<file path="config.mk">
export PLATFORM = sky130hd
export DESIGN_NAME = fp16_to_fp32_widen
export DESIGN_NICKNAME = d
export VERILOG_FILES = /design/src/rtl/fpw_pkg.sv /design/src/rtl/fpw_lead_shift.sv /design/src/rtl/fpw_assemble.sv /design/src/rtl/fp16_to_fp32_widen.sv
export SDC_FILE = /design/constraint.sdc
export NUM_CORES = 1
export LEC_CHECK = 0
export BUFFER_PORTS_ARGS = -buffer_cell sky130_fd_sc_hd__buf_2
export CAP_MARGIN = 40
export CORE_UTILIZATION = 50
export CTS_BUF_LIST = sky130_fd_sc_hd__clkbuf_4 sky130_fd_sc_hd__clkbuf_8
export CTS_CLUSTER_DIAMETER = 80
export DETAILED_ROUTE_END_ITERATION = 8
export PLACE_DENSITY = 0.79
export SLEW_MARGIN = 15
export SYNTH_ARGS = -nofsm -noshare
export SYNTH_HDL_FRONTEND = slang
export SYNTH_SLANG_ARGS = --single-unit
</file>
<file path="constraint.sdc">
create_clock -name clk -period 4.84 [get_ports clk]
set_input_delay 0 -clock clk [delete_from_list [all_inputs] [get_ports clk]]
set_output_delay 0 -clock clk [all_outputs]
set_load 0.03 [all_outputs]
</file>
<file path="src/rtl/fpw_pkg.sv">
package fpw_pkg;

    // binary16 layout
    localparam int H_EXP_W  = 5;
    localparam int H_FRAC_W = 10;
    localparam int H_W      = 1 + H_EXP_W + H_FRAC_W;

    // binary32 layout
    localparam int S_EXP_W  = 8;
    localparam int S_FRAC_W = 23;
    localparam int S_W      = 1 + S_EXP_W + S_FRAC_W;

    // Derived constants
    localparam int H_BIAS     = (1 << (H_EXP_W - 1)) - 1;
    localparam int S_BIAS     = (1 << (S_EXP_W - 1)) - 1;
    localparam int BIAS_DELTA = S_BIAS - H_BIAS;
    localparam int FRAC_PAD   = S_FRAC_W - H_FRAC_W;
    localparam int SHIFT_W    = $clog2(H_FRAC_W + 1);

    typedef struct packed {
        logic                sign;
        logic [H_EXP_W-1:0]  exp;
        logic [H_FRAC_W-1:0] frac;
    } half_t;

    typedef struct packed {
        logic                sign;
        logic [S_EXP_W-1:0]  exp;
        logic [S_FRAC_W-1:0] frac;
    } single_t;

    typedef enum logic [1:0] {
        CLS_ZERO    = 2'd0,
        CLS_SUBNORM = 2'd1,
        CLS_NORMAL  = 2'd2,
        CLS_SPECIAL = 2'd3
    } hclass_t;

    function automatic hclass_t classify_half(half_t h);
        if (h.exp == '1)
            return CLS_SPECIAL;
        else if (h.exp != '0)
            return CLS_NORMAL;
        else if (h.frac != '0)
            return CLS_SUBNORM;
        else
            return CLS_ZERO;
    endfunction

endpackage

</file>
<file path="src/rtl/fpw_lead_shift.sv">
// Priority encoder: shift distance that moves the highest set bit of vec
// just past the top of the field (1 for bit W-1, W for bit 0).
module fpw_lead_shift #(
    parameter int W  = 10,
    parameter int SW = $clog2(W + 1)
) (
    input  logic [W-1:0]  vec,
    output logic [SW-1:0] shift
);
    always_comb begin
        shift = '0;
        for (int i = 0; i < W; i++) begin
            if (vec[i])
                shift = SW'(W - i);
        end
    end
endmodule

</file>
<file path="src/rtl/fpw_assemble.sv">
module fpw_assemble
    import fpw_pkg::*;
(
    input  half_t                h,
    input  hclass_t              cls,
    input  logic [SHIFT_W-1:0]   shift,
    output single_t              s
);
    logic [H_FRAC_W-1:0] renorm_frac;

    assign renorm_frac = h.frac << shift;

    always_comb begin
        s.sign = h.sign;
        unique case (cls)
            CLS_NORMAL: begin
                s.exp  = S_EXP_W'(h.exp) + S_EXP_W'(BIAS_DELTA);
                s.frac = {h.frac, {FRAC_PAD{1'b0}}};
            end
            CLS_SUBNORM: begin
                s.exp  = S_EXP_W'(BIAS_DELTA + 1) - S_EXP_W'(shift);
                s.frac = {renorm_frac, {FRAC_PAD{1'b0}}};
            end
            CLS_SPECIAL: begin
                s.exp  = '1;
                s.frac = {h.frac, {FRAC_PAD{1'b0}}};
            end
            default: begin
                s.exp  = '0;
                s.frac = '0;
            end
        endcase
    end
endmodule

</file>
<file path="src/rtl/fp16_to_fp32_widen.sv">
module fp16_to_fp32_widen
    import fpw_pkg::*;
(
    input  logic           clk,
    input  logic           rst,
    input  logic           in_valid,
    input  logic [H_W-1:0] in_half,
    output logic           out_valid,
    output logic [S_W-1:0] out_single
);
    half_t              h_in;
    hclass_t            h_cls;
    logic [SHIFT_W-1:0] lead_shift;
    single_t            s_next;
    single_t            s_q;

    assign h_in  = half_t'(in_half);
    assign h_cls = classify_half(h_in);

    fpw_lead_shift #(
        .W  (H_FRAC_W),
        .SW (SHIFT_W)
    ) u_lead (
        .vec   (h_in.frac),
        .shift (lead_shift)
    );

    fpw_assemble u_asm (
        .h     (h_in),
        .cls   (h_cls),
        .shift (lead_shift),
        .s     (s_next)
    );

    always_ff @(posedge clk) begin
        if (rst) begin
            out_valid <= 1'b0;
            s_q       <= '0;
        end else begin
            out_valid <= in_valid;
            if (in_valid)
                s_q <= s_next;
        end
    end

    assign out_single = s_q;
endmodule

</file>
==> results of run 1 <==
timing repair:
| action | in CTS | in global routing |
|---|---|---|
| hold endpoints to repair | 1 | 0 |
| hold buffers | 1 | 0 |
| buffers inserted | 0 | 0 |
power by group through the flow:
stage | clock [mW] | combinational (mW) | sequential, mW
final | 0.0844 | 0.138 | 0.170
after CTS | 0.0873 | 0.136 | 0.170
after global routing | 0.0932 | 0.148 | 0.171
after floorplan | 0 | 0.0907 | 0.192
after detailed placement | 0 | 0.135 | 0.174
after global placement | 0 | 0.134 | 0.174
placed cells by master (no fill, tap or decap), types with 2 or more instances in the layout:
cell / instances
a211oi_1: 4
a21o_1: 2
a21oi_1: 18
a221o_1: 2
a221oi_1: 5
a221oi_2: 3
a2bb2oi_1: 4
and3_1: 2
buf_2: 38
clkbuf_4: 3
conb_1: 13
dfxtp_1: 19
inv_1: 7
mux2i_1: 6
nand2_1: 16
nand3_1: 5
nor2_1: 20
nor2b_1: 5
nor3_1: 3
o211ai_1: 2
o21a_1: 2
o21ai_0: 8
o22ai_1: 3
o31ai_1: 2
or3_1: 5
layer usage:
layer / vias to the layer above / track usage [%] / part of all wire (%)
met5: - / 0 / 0
met4: 0 / 9.76 / 1.2
met3: 6 / 5.22 / 5.8
met2: 66 / 42.4 / 47
met1: 729 / 32.7 / 46
li1: 767 / - / -
area by class of cell:
cell class	instances	area [um^2]
fill	274	1140
multi-input combinational	155	1000
sequential	19	380
timing repair buffer	40	208
tap	31	38.8
inverter	8	32.5
clock buffer	3	22.5
clock inverter	1	5.00
worst reg2reg max path, cell delays in order (launching register included):
cell and delay, ps:
dfxtp_1 330, nand2_1 100, o22ai_1 80, a311oi_1 350
a221oi_2 100
metrics by stage:
stage / hold WS [ps] / util [%] / cell area [um^2] / worst slack, ps
floorplan: 89.2 / - / 1580 / 3150
global placement: 242 / 58.3 / 1650 / 2810
detailed placement: 265 / 58.3 / 1650 / 2830
CTS: 11.5 / 59.7 / 1690 / 3160
global route: 43.3 / 59.7 / 1690 / 3020
finish: 18.3 / 59.7 / 1690 / 3130
cells by family after synthesis:
| family | count (synthesis) | share of synthesized area [%] |
|---|---|---|
| flip-flops | 19 | 24.7 |
| buffers and inverters | 35 | 13.1 |
| XOR/XNOR | 1 | 0.570 |
| AND/OR/NAND/NOR | 63 | 19.9 |
| adder cells (fa/ha/maj) | 1 | 0.814 |
| AO/OA/AOI/OAI | 69 | 35.0 |
| multiplexers | 8 | 5.61 |
| other | 1 | 0.244 |
state kept, by name, summed over array words and instances, names as in the netlist:
name,cells
out_single,18
out_valid,1
worst max-delay path by stage:
stage | startpoint | end | slack, ps
finish | in_half[10] | out_single[20] | 3130
global route | in_half[10] | out_single[20] | 3020
CTS | in_half[10] | out_single[20] | 3160
detailed placement | in_half[10] | out_single[20] | 2830
global placement | in_half[10] | out_single[20] | 2810
floorplan | in_half[10] | out_single[20] | 3150
==> qor.yml, run 1 <==
run_status:
  status: "complete, but fails checks"
  violations: "design-rule violations"
setup_path:
  critPathMaxFanout: 14
  r2r_start: "out_single[18]"
  cpMaxStageDelayCell: "or3_1"
  ff2ff_path_depth: 4
  ff2ff_setup_slack_ps: 3760
  path_buf_inv: 2
  critPathLaunchType: "input port"
  r2r_end: "out_single[18]"
  crit_path_cell_trace: "buf_2, or3_1, or3_1, o31ai_1, buf_4, a2111oi_0, a21oi_1, o21ai_1"
  cp.depth: 8
  crit_path_end_kind: "flip-flop"
  worst_ep_arrival_time_ps: 1920
  crit_family: "simple AND/OR/NAND/NOR gates"
  crit_type: "in -> reg"
  crit_required_ps: 5050
  slowest_delay_ps: 560
  crit_top_cell: "or3_1"
timing:
  fin_skew_ps: 0
  rsz0062_at_grt: "false"
  period_share_pct: 35.4
  tns_ps: 0
  setup_viol: 0
  hold_viol_final: 0
  fmax_mhz: 584
  post-route-min-period_ps: 1710
  maxSlewViolCount: 0
  worst_slew_pin_slew_ps: 652
  relSlewSlack_pct: 56.2
floorplan:
  die_h_um: 57.5
  io_pins: 52
  rows: 19
  core_um2: 2830
  initial_core_util_pct: 54.4
  die_w_um: 57.5
  die_area_um2: 3300
power:
  p_sw_share_pct: 38.9
  ir_drop_uv: 164
  power_density_nw_per_um2: 232
  p_clk_share_pct: 21.5
  pwr-share-comb_pct: 35.1
  internal_power_mw: 0.240
  power.total_mw: 0.392
  p_switching_mw: 0.152
  p_seq_share_pct: 43.4
  leakagePower_nw: 0.728
synthesis:
  yosys.area.top_type_share_pct: 24.7
  synth_top_cells_by_area: "dfxtp_1 25%, buf_4 7.3%, a21oi_1 5.9%"
  yosysUniqueCellTypes: 54
  synth_top_cell_by_area: "dfxtp_1"
  postSynthAreaPerCell_um2: 7.81
  yosys_warnings: 0
  async_flop_share_pct: 0
  synth.cell_area_um2: 1540
  netlist_top_cells_count: "20 x nor2_1, 19 x dfxtp_1, 18 x a21oi_1, 16 x nand2_1, 15 x buf_4"
  synth_seq_cells: 19
  yosysMostFrequentCell: "nor2_1"
  ys_seq_area_share_pct: 24.7
  synth_edf_count: 0
  postSynthCellCount: 197
  synth_ff_type: "dfxtp_1"
placed_design:
  post-place-cells: 252
  place_congestion: 1.03
  dp_hpwl_um: 2950
  io_buffers: 38
cells_and_area:
  final_cells: 257
  num_antenna_cells: 0
  drive_above_1_share_pct: 25.2
  final_net_count: 247
  areaGrowthSynthToFinish_pct: 9.76
clock_network:
  insertion_delay_ps: 310
  root_buffer: "clkbuf_4"
  cts_resized: 0
  cts_tree: "built"
  clockBufferDepth: 2
  clk_pin_slew_ps: 120
  cts_sinks: 19
  htree_levels: 1
  numCtsBuffers: 3
grt:
  grt-ovfl-total: 0
  antenna_found_initial: 0
  grt_pass1_wl_um: 6620
  grt_max_degree: 23
  grt_pass1_vias: 1441
  grt_usage_pct: 25.6
drt:
  post_drt_via_cell_ratio: 6.10
  drc: 3
  dr.pass1.iters: 6
  drt_wl_total_um: 4010
  vias: 1568
  antenna_left: 0
  wl_per_cell_um: 15.6
  drtIter0Drc: 68
run:
  maxCapViolations: 0
min_path:
  hold_path.class: "in -> reg"
  hold_end: "out_single[30]"
  whs_path_depth: 3
  holdCritStartpoint: "in_half[14]"
Note: power is estimated with default switching activity, not from simulation.
==> run 2, diff against run 1 <==
--- a/config.mk
+++ b/config.mk
@@ -5,13 +5,14 @@
 export SDC_FILE = /design/constraint.sdc
 export NUM_CORES = 1
 export LEC_CHECK = 0
+export ABC_AREA = 1
 export BUFFER_PORTS_ARGS = -buffer_cell sky130_fd_sc_hd__buf_2
 export CAP_MARGIN = 40
 export CORE_UTILIZATION = 50
 export CTS_BUF_LIST = sky130_fd_sc_hd__clkbuf_4 sky130_fd_sc_hd__clkbuf_8
 export CTS_CLUSTER_DIAMETER = 80
 export DETAILED_ROUTE_END_ITERATION = 8
-export PLACE_DENSITY = 0.79
+export PLACE_DENSITY = 0.8
 export SLEW_MARGIN = 15
 export SYNTH_ARGS = -nofsm -noshare
 export SYNTH_HDL_FRONTEND = slang
==> constraint.sdc (replaced) <==
create_clock -name clk -period 1.73 [get_ports clk]
set_input_delay 0 -clock clk [delete_from_list [all_inputs] [get_ports clk]]
set_output_delay 0 -clock clk [all_outputs]
set_load 0.03 [all_outputs]
==> run 2 against run 1 <==
The run now ends clean. Synthesized cell count grew 14%. First-iteration DRC count up 8.8%. Final cell count increased by 16%. Total power grew to 2.7 times the previous value. Wire length shrank 11%. Hold slack worse by 12 ps. Register-to-register slack worse by 2700 ps.
==> qor.yml, run 2 <==
run_status:
  status: "finished, final reports clean"  # was complete, but fails checks
setup_path:
  critPathLaunch: "in_half[9]"  # was in_half[10]
  worst_ep_arrival_time_ps: 1570  # was 1920 ps
  critPathLaunchType: "input port"  # unchanged
  crit_required_ps: 1960  # was 5050 ps
  critPathMaxFanout: 5  # was 14
  crit_type: "in -> reg"  # unchanged
  crit_path_end_kind: "flip-flop"  # unchanged
  r2r_start: "out_single[22]"  # was out_single[18]
synthesis:
  netlist_top_cells_count: "56 x nand2_1, 35 x nand3_1, 22 x inv_1, 19 x dfxtp_1"  # was 20 x nor2_1, 19 x dfxtp_1, 18 x a21oi_1, 16 x nand2_1, 15 x buf_4
  postSynthAreaPerCell_um2: 6.61  # was 7.81 um^2
  synth_edf_count: 0  # unchanged
  synth_ff_type: "dfxtp_1"  # unchanged
  yosys.area.top_type_share_pct: 25.6  # was 24.7%
  yosysUniqueCellTypes: 34  # was 54
  yosysMostFrequentCell: "nand2_1"  # was nor2_1
  synth.cell_area_um2: 1490  # was 1540 um^2
  ys_seq_area_share_pct: 25.6  # was 24.7%
  synth_seq_cells: 19  # unchanged
  yosys_warnings: 0  # unchanged
  synth_top_cells_by_area: "dfxtp_1 26%, nand2_1 14%, nand3_1 12%"  # was dfxtp_1 25%, buf_4 7.3%, a21oi_1 5.9%
  synth_top_cell_by_area: "dfxtp_1"  # unchanged
  async_flop_share_pct: 0  # unchanged
  postSynthCellCount: 225  # was 197
clock_network:
  cts_sinks: 19  # unchanged
  cts_tree: "built"  # unchanged
  numCtsBuffers: 3  # unchanged
  root_buffer: "clkbuf_4"  # unchanged
  post_cts_buffers: 0  # unchanged
  insertion_delay_ps: 290  # was 310 ps
  htree_levels: 1  # unchanged
  clockBufferDepth: 2  # unchanged
  clk_pin_slew_ps: 100  # was 120 ps
drt:
  vias: 1589  # was 1568
  dr.pass1.iters: 4  # was 6
  drt_wl_total_um: 3580  # was 4010 um
  drtIter0Drc: 74  # was 68
  post_drt_via_cell_ratio: 5.33  # was 6.10
  wl_per_cell_um: 12.0  # was 15.6 um
  antenna_left: 0  # unchanged
  drc: 0  # was 3
timing:
  hold_viol_final: 0  # unchanged
  fmax_mhz: 743
  rsz0062_at_grt: "false"  # unchanged
  setup_viol: 0  # unchanged
  tns_ps: 0  # unchanged
  post-route-min-period_ps: 1350
  period_share_pct: 77.8
  maxSlewViolCount: 0  # unchanged
  fin_skew_ps: 0  # unchanged
  worst_slack_ps: 384  # was 3130 ps
grt:
  grt-ovfl-total: 0  # unchanged
  grt_pass1_vias: 1352  # was 1441
  antenna_found_initial: 0  # unchanged
  grt_usage_pct: 23.2  # was 25.6%
  grt_pass1_wl_um: 5950  # was 6620 um
  grt_max_degree: 20  # was 23
floorplan:
  die_h_um: 56.5  # was 57.5 um
  initial_core_util_pct: 53.4  # was 54.4%
  die_w_um: 56.5  # was 57.5 um
  die_area_um2: 3200  # was 3300 um^2
  core_um2: 2780  # was 2830 um^2
  io_pins: 52  # unchanged
  rows: 19  # unchanged
cells_and_area:
  seqCellArea_um2: 380  # unchanged
  areaGrowthSynthToFinish_pct: 13.6  # was 9.76%
  mostFrequentLayoutCells: "56 x nand2_1, 38 x buf_2, 35 x nand3_1, 22 x inv_1, 19 x dfxtp_1"  # was 38 x buf_2, 20 x nor2_1, 19 x dfxtp_1, 18 x a21oi_1, 16 x nand2_1
  final_cells: 298  # was 257
  final_common_cell: "nand2_1"  # was buf_2
  num_antenna_cells: 0  # unchanged
  largest_register_ffs: 18  # unchanged
  drive_above_1_share_pct: 27.0  # was 25.2%
  final_net_count: 288  # was 247
  nFillCells: 285  # was 274
  multi_input_area_um2: 872  # was 1000 um^2
placed_design:
  place_congestion: 0.969  # was 1.03
  dp_hpwl_um: 2860  # was 2950 um
  pre_cts_ws_ps: 103  # was 2830 ps
  post-place-cells: 293  # was 252
  io_buffers: 38  # unchanged
min_path:
  hold_path.class: "in -> reg"  # unchanged
  holdCritStartpoint: "in_half[10]"  # was in_half[14]
power:
  power.total_mw: 1.07  # was 0.392 mW
  leakagePower_nw: 0.852  # was 0.728 nW
  power_density_nw_per_um2: 635  # was 232 nW/um^2
  ir_drop_uv: 665  # was 164 uV
run:
  maxCapViolations: 0  # unchanged
## run 2: changes by cell type in the layout (fill, tap and decap cells not counted), sizes merged, moves of 6 or more
cell    previous run  this run
nand3              5        39
nand2             16        60
inv                8        24
a221oi             8         0
buf               39        47
mux2i              6         0
## run 2: layout make-up
| cell class | count | area share, % |
|---|---|---|
| multi-input cells | 171 | 51.7 |
| clock buffers | 4 | 1.78 |
| inverters | 25 | 5.86 |
| repair buffers | 48 | 15.9 |
| flip-flops and latches | 19 | 22.5 |
| well taps | 31 | 2.30 |
## run 2: metal layers
layer / global-route usage [%] / up-vias / share of wire (%)
met5: 0 / - / 0
met4: 6.62 / 0 / 1.8
met3: 4.61 / 10 / 7.2
met2: 39.0 / 71 / 48
met1: 29.9 / 705 / 43
li1: - / 803 / -
## run 2: final timing paths
check                        end  slack, ps  cells past startpoint
hold / removal    out_single[23]          6                      3
setup reg to reg  out_single[22]       1100                      2
hold reg to reg   out_single[17]        470                      2
setup / recovery  out_single[26]        380                     11
## run 2: cells by family after synthesis
family          after synthesis  synth area share, %
flops                        19                 25.6
other cells                   1                0.252
buf+inv                      47                 18.8
compound gates               39                 16.4
fa+ha+maj                     1                0.842
simple gates                118                 38.1
## run 2: repair_timing
action | in CTS | in global routing
gates resized for setup | 0 | 0
hold buffers | 1 | 0
hold endpoints to repair | 1 | 0
endpoints found under the setup margin | 0 | 0
## run 2: power by group
part           internal (mW)  total (mW)  switching, mW
Clock                  0.105       0.234          0.129
Combinational          0.108       0.364          0.256
Sequential             0.463       0.474         0.0111
Total                  0.676        1.07          0.396
## run 2: critical path: stages
cell     delay [ps]
buf_2           150
nor3_2          290
inv_1           120
nor2_2          140
inv_1           110
ha_1            200
o21ai_0         160
a31oi_1          50
o21ai_0         140
nand2_1          60
a21oi_1         130
## run 2: through the flow
step	hold slack [ps]	util [%]	instance area [um^2]
finish	6.21	60.7	1690
detailed placement	268	59.2	1650
global placement	261	59.2	1650
floorplan	145	-	1530
CTS	4.10	60.7	1690
global route	19.0	60.7	1690
